**src/rtl/pcc_pkg.sv**
```systemverilog
package pcc_pkg;
    localparam int ADDR_W = 12;
    localparam int DATA_W = 32;
    localparam int NTASK  = 4;   // keystream, crypt, stop, rate override
    localparam int NEV    = 3;   // keystream done, crypt done, error
    localparam int NPTR   = 4;
    localparam int CIDX_W = 8;

    localparam logic [ADDR_W-1:0] A_SUB_BASE = 12'h080;
    localparam logic [ADDR_W-1:0] A_EV_BASE  = 12'h100;
    localparam logic [ADDR_W-1:0] A_PUB_BASE = 12'h180;
    localparam logic [ADDR_W-1:0] A_SHORT    = 12'h200;
    localparam logic [ADDR_W-1:0] A_IEN_SET  = 12'h304;
    localparam logic [ADDR_W-1:0] A_IEN_CLR  = 12'h308;
    localparam logic [ADDR_W-1:0] A_STATUS   = 12'h400;
    localparam logic [ADDR_W-1:0] A_ENABLE   = 12'h500;
    localparam logic [ADDR_W-1:0] A_MODE     = 12'h504;
    localparam logic [ADDR_W-1:0] A_PTR_BASE = 12'h508;
    localparam logic [ADDR_W-1:0] A_MAXSZ    = 12'h518;
    localparam logic [ADDR_W-1:0] A_RATE     = 12'h51C;
    localparam logic [ADDR_W-1:0] A_HMASK    = 12'h520;

    localparam logic [1:0] EN_ON = 2'd2;

    typedef enum logic [2:0] {
        SQ_IDLE, SQ_KS, SQ_ENC, SQ_RXW, SQ_DEC
    } sq_state_e;

    typedef struct packed {
        logic              en;
        logic [CIDX_W-1:0] idx;
    } chan_cfg_t;
endpackage

```
**src/rtl/pcc_sub_match.sv**
```systemverilog
module pcc_sub_match
    import pcc_pkg::*;
#(
    parameter int NCH = 16
) (
    input  chan_cfg_t        cfg,
    input  logic [NCH-1:0]   lines,
    output logic             hit
);
    always_comb begin
        hit = 1'b0;
        for (int i = 0; i < NCH; i++) begin
            if (cfg.en && cfg.idx == CIDX_W'(i) && lines[i]) hit = 1'b1;
        end
    end
endmodule

```
**src/rtl/pcc_pub_drive.sv**
```systemverilog
module pcc_pub_drive
    import pcc_pkg::*;
#(
    parameter int NCH = 16
) (
    input  chan_cfg_t        cfg,
    input  logic             fire,
    output logic [NCH-1:0]   lines
);
    always_comb begin
        for (int i = 0; i < NCH; i++) begin
            lines[i] = fire && cfg.en && (cfg.idx == CIDX_W'(i));
        end
    end
endmodule

```
**src/rtl/pcc_seq.sv**
```systemverilog
module pcc_seq
    import pcc_pkg::*;
(
    input  logic      clk,
    input  logic      rst_n,
    input  logic      go_ks,
    input  logic      go_cr,
    input  logic      go_stop,
    input  logic      enabled,
    input  logic      short_en,
    input  logic      dir_dec,
    input  logic      eng_done,
    input  logic      eng_mic_ok,
    input  logic      rx_end,
    input  logic      rx_crc_err,
    output logic      eng_start,
    output logic      eng_op,
    output logic      fire_ks,
    output logic      fire_cr,
    output logic      mic_we,
    output logic      mic_val,
    output sq_state_e state
);
    typedef struct packed {
        sq_state_e st;
        logic      start;
        logic      op;
    } seq_t;

    seq_t s_q, s_d;
    logic crc_skip, take_ks, take_cr;

    always_comb begin
        crc_skip = (s_q.st == SQ_RXW) && rx_end && rx_crc_err;
        fire_ks  = (s_q.st == SQ_KS) && eng_done;
        fire_cr  = ((s_q.st == SQ_ENC || s_q.st == SQ_DEC) && eng_done) || crc_skip;
        mic_we   = ((s_q.st == SQ_DEC) && eng_done) || crc_skip;
        mic_val  = (s_q.st == SQ_DEC) && eng_mic_ok;
        take_ks  = enabled && go_ks;
        take_cr  = enabled && (go_cr || (fire_ks && short_en));

        s_d       = s_q;
        s_d.start = 1'b0;
        if (fire_ks || fire_cr) s_d.st = SQ_IDLE;
        if (s_q.st == SQ_RXW && rx_end && !rx_crc_err) begin
            s_d.st    = SQ_DEC;
            s_d.start = 1'b1;
            s_d.op    = 1'b1;
        end
        if (take_ks) begin
            s_d.st    = SQ_KS;
            s_d.start = 1'b1;
            s_d.op    = 1'b0;
        end
        if (take_cr) begin
            s_d.st    = dir_dec ? SQ_RXW : SQ_ENC;
            s_d.start = !dir_dec;
            s_d.op    = 1'b1;
        end
        if (go_stop) begin
            s_d.st    = SQ_IDLE;
            s_d.start = 1'b0;
        end
    end

    always_ff @(posedge clk or negedge rst_n) begin
        if (!rst_n) s_q <= '{st: SQ_IDLE, start: 1'b0, op: 1'b0};
        else        s_q <= s_d;
    end

    assign eng_start = s_q.start;
    assign eng_op    = s_q.op;
    assign state     = s_q.st;
endmodule

```
**src/rtl/pkt_cipher_ctl.sv**
```systemverilog
module pkt_cipher_ctl
    import pcc_pkg::*;
#(
    parameter int NCH = 16
) (
    input  logic              clk,
    input  logic              rst_n,
    input  logic              bus_wr,
    input  logic [ADDR_W-1:0] bus_addr,
    input  logic [DATA_W-1:0] bus_wdata,
    output logic [DATA_W-1:0] bus_rdata,
    output logic              irq,
    input  logic [NCH-1:0]    chan_in,
    output logic [NCH-1:0]    chan_out,
    output logic              eng_start,
    output logic              eng_op,
    output logic              eng_decrypt,
    input  logic              eng_done,
    input  logic              eng_mic_ok,
    input  logic              rx_end,
    input  logic              rx_crc_err
);
    typedef struct packed {
        logic [NEV-1:0]             ev;
        logic                       sh;
        logic [NEV-1:0]             ien;
        logic                       mic;
        logic [1:0]                 en;
        logic                       m_dir;
        logic                       m_len;
        logic [1:0]                 m_rate;
        logic [NPTR-1:0][DATA_W-1:0] ptr;
        logic [7:0]                 maxsz;
        logic [1:0]                 rovr;
        logic [7:0]                 hmask;
        chan_cfg_t [NTASK-1:0]      sub;
        chan_cfg_t [NEV-1:0]        pub;
        logic [NCH-1:0]             cout;
    } regs_t;

    regs_t r_q, r_d;
    logic [NTASK-1:0]          sub_hit, trig;
    logic [NEV-1:0]            ev_fire;
    logic [NEV-1:0][NCH-1:0]   pub_lines;
    logic fire_ks, fire_cr, mic_we, mic_val;
    sq_state_e seq_st;

    // subscription match per task, publish drive per event
    for (genvar t = 0; t < NTASK; t++) begin : g_sub
        pcc_sub_match #(.NCH(NCH)) u_sub (
            .cfg(r_q.sub[t]), .lines(chan_in), .hit(sub_hit[t]));
        assign trig[t] = (bus_wr && bus_addr == ADDR_W'(t * 4) && bus_wdata[0]) || sub_hit[t];
    end

    assign ev_fire = {1'b0, fire_cr, fire_ks};

    for (genvar e = 0; e < NEV; e++) begin : g_pub
        pcc_pub_drive #(.NCH(NCH)) u_pub (
            .cfg(r_q.pub[e]), .fire(ev_fire[e]), .lines(pub_lines[e]));
    end

    pcc_seq u_seq (
        .clk(clk), .rst_n(rst_n),
        .go_ks(trig[0]), .go_cr(trig[1]), .go_stop(trig[2]),
        .enabled(r_q.en == EN_ON), .short_en(r_q.sh), .dir_dec(r_q.m_dir),
        .eng_done(eng_done), .eng_mic_ok(eng_mic_ok),
        .rx_end(rx_end), .rx_crc_err(rx_crc_err),
        .eng_start(eng_start), .eng_op(eng_op),
        .fire_ks(fire_ks), .fire_cr(fire_cr),
        .mic_we(mic_we), .mic_val(mic_val), .state(seq_st));

    // next-state of the register file
    always_comb begin
        r_d = r_q;
        if (bus_wr) begin
            for (int t = 0; t < NTASK; t++)
                if (bus_addr == A_SUB_BASE + ADDR_W'(t * 4))
                    r_d.sub[t] = '{en: bus_wdata[31], idx: bus_wdata[CIDX_W-1:0]};
            for (int e = 0; e < NEV; e++) begin
                if (bus_addr == A_EV_BASE + ADDR_W'(e * 4)) r_d.ev[e] = bus_wdata[0];
                if (bus_addr == A_PUB_BASE + ADDR_W'(e * 4))
                    r_d.pub[e] = '{en: bus_wdata[31], idx: bus_wdata[CIDX_W-1:0]};
            end
            for (int p = 0; p < NPTR; p++)
                if (bus_addr == A_PTR_BASE + ADDR_W'(p * 4)) r_d.ptr[p] = bus_wdata;
            if (bus_addr == A_SHORT)   r_d.sh  = bus_wdata[0];
            if (bus_addr == A_IEN_SET) r_d.ien = r_q.ien | bus_wdata[NEV-1:0];
            if (bus_addr == A_IEN_CLR) r_d.ien = r_q.ien & ~bus_wdata[NEV-1:0];
            if (bus_addr == A_ENABLE)  r_d.en  = bus_wdata[1:0];
            if (bus_addr == A_MODE) begin
                r_d.m_dir  = bus_wdata[0];
                r_d.m_rate = bus_wdata[17:16];
                r_d.m_len  = bus_wdata[24];
            end
            if (bus_addr == A_MAXSZ) r_d.maxsz = bus_wdata[7:0];
            if (bus_addr == A_RATE)  r_d.rovr  = bus_wdata[1:0];
            if (bus_addr == A_HMASK) r_d.hmask = bus_wdata[7:0];
        end
        // hardware-raised events win over a simultaneous software write
        r_d.ev = r_d.ev | ev_fire;
        if (mic_we) r_d.mic = mic_val;
        r_d.cout = '0;
        for (int e = 0; e < NEV; e++) r_d.cout = r_d.cout | pub_lines[e];
    end

    always_ff @(posedge clk or negedge rst_n) begin
        if (!rst_n) begin
            r_q       <= '0;
            r_q.m_dir <= 1'b1;
            r_q.hmask <= 8'hE3;
        end else begin
            r_q <= r_d;
        end
    end

    // read port
    always_comb begin
        bus_rdata = '0;
        for (int t = 0; t < NTASK; t++)
            if (bus_addr == A_SUB_BASE + ADDR_W'(t * 4))
                bus_rdata = {r_q.sub[t].en, {(DATA_W-1-CIDX_W){1'b0}}, r_q.sub[t].idx};
        for (int e = 0; e < NEV; e++) begin
            if (bus_addr == A_EV_BASE + ADDR_W'(e * 4)) bus_rdata = DATA_W'(r_q.ev[e]);
            if (bus_addr == A_PUB_BASE + ADDR_W'(e * 4))
                bus_rdata = {r_q.pub[e].en, {(DATA_W-1-CIDX_W){1'b0}}, r_q.pub[e].idx};
        end
        for (int p = 0; p < NPTR; p++)
            if (bus_addr == A_PTR_BASE + ADDR_W'(p * 4)) bus_rdata = r_q.ptr[p];
        if (bus_addr == A_SHORT)  bus_rdata = DATA_W'(r_q.sh);
        if (bus_addr == A_IEN_SET || bus_addr == A_IEN_CLR) bus_rdata = DATA_W'(r_q.ien);
        if (bus_addr == A_STATUS) bus_rdata = DATA_W'(r_q.mic);
        if (bus_addr == A_ENABLE) bus_rdata = DATA_W'(r_q.en);
        if (bus_addr == A_MODE)
            bus_rdata = {7'd0, r_q.m_len, 6'd0, r_q.m_rate, 15'd0, r_q.m_dir};
        if (bus_addr == A_MAXSZ)  bus_rdata = DATA_W'(r_q.maxsz);
        if (bus_addr == A_RATE)   bus_rdata = DATA_W'(r_q.rovr);
        if (bus_addr == A_HMASK)  bus_rdata = DATA_W'(r_q.hmask);
    end

    assign irq         = |(r_q.ev & r_q.ien);
    assign chan_out    = r_q.cout;
    assign eng_decrypt = r_q.m_dir;

    // state views for the bound checker
    logic [NEV-1:0] ev_q, ien_q;
    logic [1:0]     en_q;
    logic           mic_q, short_q;
    assign ev_q    = r_q.ev;
    assign ien_q   = r_q.ien;
    assign en_q    = r_q.en;
    assign mic_q   = r_q.mic;
    assign short_q = r_q.sh;
endmodule

```
**config.mk**
```make
export PLATFORM = sky130hd
export DESIGN_NAME = pkt_cipher_ctl
export DESIGN_NICKNAME = d
export VERILOG_FILES = /design/src/rtl/pcc_pkg.sv /design/src/rtl/pcc_sub_match.sv /design/src/rtl/pcc_pub_drive.sv /design/src/rtl/pcc_seq.sv /design/src/rtl/pkt_cipher_ctl.sv
export SDC_FILE = /design/constraint.sdc
export NUM_CORES = 1
export LEC_CHECK = 0
export BUFFER_PORTS_ARGS = -buffer_cell sky130_fd_sc_hd__buf_2
export CAP_MARGIN = 20
export CORE_MARGIN = 10
export CORE_UTILIZATION = 45
export CTS_CLUSTER_DIAMETER = 80
export CTS_CLUSTER_SIZE = 10
export DETAILED_ROUTE_END_ITERATION = 6
export SLEW_MARGIN = 20
export SYNTH_ARGS = -nofsm -noshare
export SYNTH_HDL_FRONTEND = slang
export SYNTH_SLANG_ARGS = --single-unit
```
**constraint.sdc**
```tcl
create_clock -name clk -period 2.5 [get_ports clk]
set_input_delay 0.25 -clock clk [delete_from_list [all_inputs] [get_ports clk]]
set_output_delay 0.25 -clock clk [all_outputs]
set_load 0.01 [all_outputs]
```
==> metrics.md <==
| Metric | Value |
|---|---|
| Synthesized area | between 0.01 and 0.015 sq mm |
| EDFF count, synth | 0 |
| Total die area | between 0.03 and 0.04 sq mm |
| Mean Syn Cell Area | 12.5 sq um |
| Max Cap Viol | 0 |
| Largest net degree at the start of global routing | just under 70 |
| TritonCTS buffer count | 28 |
| Crit path DAT | ~2.3 ns |
| DR vias/cell | between 5 and 6 |
| Remaining DRCs | 26 |
| Worst-path fanout max | 9 |
| Sequential share of the synthesized area | 51.6% |
| Top cell type by total area after synthesis | dfrtp_1 |
| Gpl congestion | just over 0.9 |
| Post-detail-place hpwl | approximately 23 mm |
| Hold/Removal Path Class | input pin to flip-flop |
| Initial antenna violation count | 1 |
| Post-route insts no fill | around 1,500 |
| Primary FF master, synth | dfrtp_1 |
| Met3 GRT Util | under 10% |
| Fillers | about 2,200 |
| Worst R2R Setup Slack | between 0.2 and 0.3 ns |
| Drt wl/cell | ~21 um |
| Slew @ Worst Pin | ~0.63 ns |
| Largest stage delay on the critical path | ~0.55 ns |
| Top-count cell post-synth | dfrtp_1 |
| Final wirelength | around 32 mm |
| Final hold vios | 0 |
| Post-synthesis cell type count | between 70 and 80 |
| Max Clock Freq | around 390 MHz |
| Final worst setup slack | -0.0726 ns |
| Core Box Area | ~0.026 sq mm |
| Chip width | 182 um |
| DRT iter0 DRCs | between 800 and 900 |
| Crit Path Category | input pin to output port |
| #FFs+latches synth | between 200 and 250 |
| Clock Latency Late Sink | around 0.55 ns |
| RSZ-0062 raised after global routing | yes |
| WHS Path Cells | 3 |
| Endpoint type of the worst setup path | output port |
| Hold EP | mic_q |
| Global-route wire length before repair | roughly 51 mm |
| Leakage power figure | 0.00743 uW |
| Final Critical Period | 2.57 ns |
| Gr busiest metal | met2 |
| Nets | ~1,200 |
| Root Buffer | clkbuf_16 |
| Status | complete, but fails checks |
| Share of the synthesized area in the top cell type | 50.2% |
| Post-route ant nets | 0 |
| R2r endpoint | u_seq.eng_start |
| PD cells | roughly 550 mW/mm^2 |
| Total Power | ~8000 uW |
| Synth Instances | 948 |
| Failing checks | design-rule violations, negative setup slack |
| First-pass DRT Iterations | 7 |
| Final Cycle Share | 103% |
| Layout cell share with drive strength beyond 1 | 41.3% |
| Slew Limit Fails | 0 |
| Critical Path RT | 2.25 ns |
| Yosys warning count | 0 |
| Remaining global-route overflow | 0 |
| Setup TNS | -0.0998 ns |
| Synth area leaders | dfrtp_1, mux2_2, mux2_1 |
| Worst hold path startpoint | eng_mic_ok |
| Clock Path Buffers | 3 |
| I/O pin cnt | between 100 and 150 |
| Sinks on Clock Net | roughly 240 |
| CP startpoint kind | input pin |
| R2R depth | 9 |
| Bufs and invs on worst path | 4 |
| Area growth, synth to finish | 24.7% |
| H-tree levels | 1 |
| Crit-path slowest cell | or4b_4 |
| Placed insts | 1,430 |
| Grt met1 use | about a quarter |
| Final Skew | ~0.013 ns |
| GR met2 Demand/Resource | a little under a third |
| Hold Worst Slack | roughly 0.086 ns |
| Initial Utilization | a little under half |
| Peak VDD IR | ~0.47 mV |
| Commonest cells post-synth | dfrtp_1, mux2_2, mux2_1 |
| Most frequent CP cell | buf_4 |
| Via Count | 8,804 |
| Critical-path cell list | buf_4, buf_4, or4b_4, buf_4, or3_1, a21oi_2, nor4_1, o221ai_1, a22oi_2, buf_2 |
| Chip Height | 182 um |
| Tot GR Track Use | a little under a fifth |
| Std-Cell Rows | 59 |
| Clock-pin slew on the worst setup and hold paths | approximately 0.06 ns |
| Cell family with most CP delay | simple AND/OR/NAND/NOR gates |
| Post-synth ARST share | 100% |
| Worst relative slew slack | between 50 and 60% |
| # port buffers | between 100 and 150 |
| CTS tree | yes |
| RR Startpoint | r_q[52] |
| Final setup fails | 4 |
| Post-Syn Nets | around 1,000 |
| Vias in the first global route | a little over 9,000 |
## worst max-delay path by stage
stage / from / end / slack, ns / cells after the start
after floorplan: bus_addr[3] / bus_rdata[0] / 0.29 / 7
final: bus_addr[2] / bus_rdata[0] / -0.07 / 10
after global placement: bus_addr[2] / bus_rdata[3] / -0.29 / 6
after global routing: r_q[52] / bus_rdata[0] / -0.15 / 8
after CTS: r_q[64] / bus_rdata[3] / -0.06 / 5
after detailed placement: bus_addr[2] / bus_rdata[3] / -0.24 / 6
## placed cells by master, fill, tap and decap left out, drive strengths merged, types with 10 or more instances in the layout
cell / count
dlygate4sd3: 24
nor2: 30
nor3: 17
mux2i: 24
a22oi: 42
inv: 11
a21oi: 18
mux4: 14
clkbuf: 50
nand2: 61
nand3: 23
dfrtp: 238
a222oi: 10
o21ai: 17
buf: 237
o22ai: 18
mux2: 217
a31oi: 10
## flip-flops by register name, summed over array words and instances (netlist names), named ones only
signal	count
r_q	212
chan_out	16
ev_q	3
u_seq.state	3
en_q	2
eng_decrypt	1
mic_q	1
short_q	1
u_seq.eng_op	1
u_seq.eng_start	1
## power breakdown
| group | total, uW | switching (uW) | internal [uW] | leakage (uW) |
|---|---|---|---|---|
| combinational | 418 | 256 | 161 | 0.00367 |
| clock | 3680 | 1570 | 2110 | 0.000383 |
| sequential | 3980 | 10.8 | 3970 | 0.00338 |
## metal layers
metal  share of wire [%]  up-vias
met5                   0        -
met3                 5.5       41
met4                 1.9        0
met2                  47      230
met1                  46     4506
li1                    -     4027
## cell type report
cell class	count	area (sq um)	share of cell area (%)
sequential	244	6120	41.4
multi-input combinational	616	5500	37.2
timing repair buffer	261	1880	12.7
clock buffer	50	783	5.30
tap	335	419	2.83
inverter	11	41.3	0.279
clock inverter	2	37.5	0.254
antenna	1	2.50	0.0169
## metrics by stage
step / worst slack, ns / area, sq um / util (%)
6_report: -0.0726 / 14800 / 56.9
5_1_grt: -0.146 / 14800 / 56.9
4_1_cts: -0.0639 / 14700 / 56.6
3_5_place_dp: -0.242 / 13400 / 51.7
3_3_place_gp: -0.287 / 13400 / 51.7
2_1_floorplan: 0.288 / 11900 / -
## tightest hold or removal path, stage by stage
cell and delay (ns):
buf_2 0.07, and3_1 0.14, mux2_2 0.13
## logic make-up (layout without fill, tap and decap cells)
logic type             Yosys count  after routing  share of synthesized area [%]
AO/OA/AOI/OAI                  166            166                           10.3
XOR/XNOR                         1              1                         0.0739
buffers and inverters           88            324                           3.72
flip-flops                     244            244                           51.6
multiplexers                   255            255                           25.3
other                            0              1                              0
AND/OR/NAND/NOR                194            194                           9.07
## what timing repair did
item                                    4_1_cts  5_1_grt
endpoints found under the setup margin        9        9
endpoints found under the hold margin       153        0
buffers inserted                             14        0
resized for setup                            33       20
pin swaps                                    16       10
hold buffers                                 24        0
Note: power is estimated with default switching activity, not from simulation.
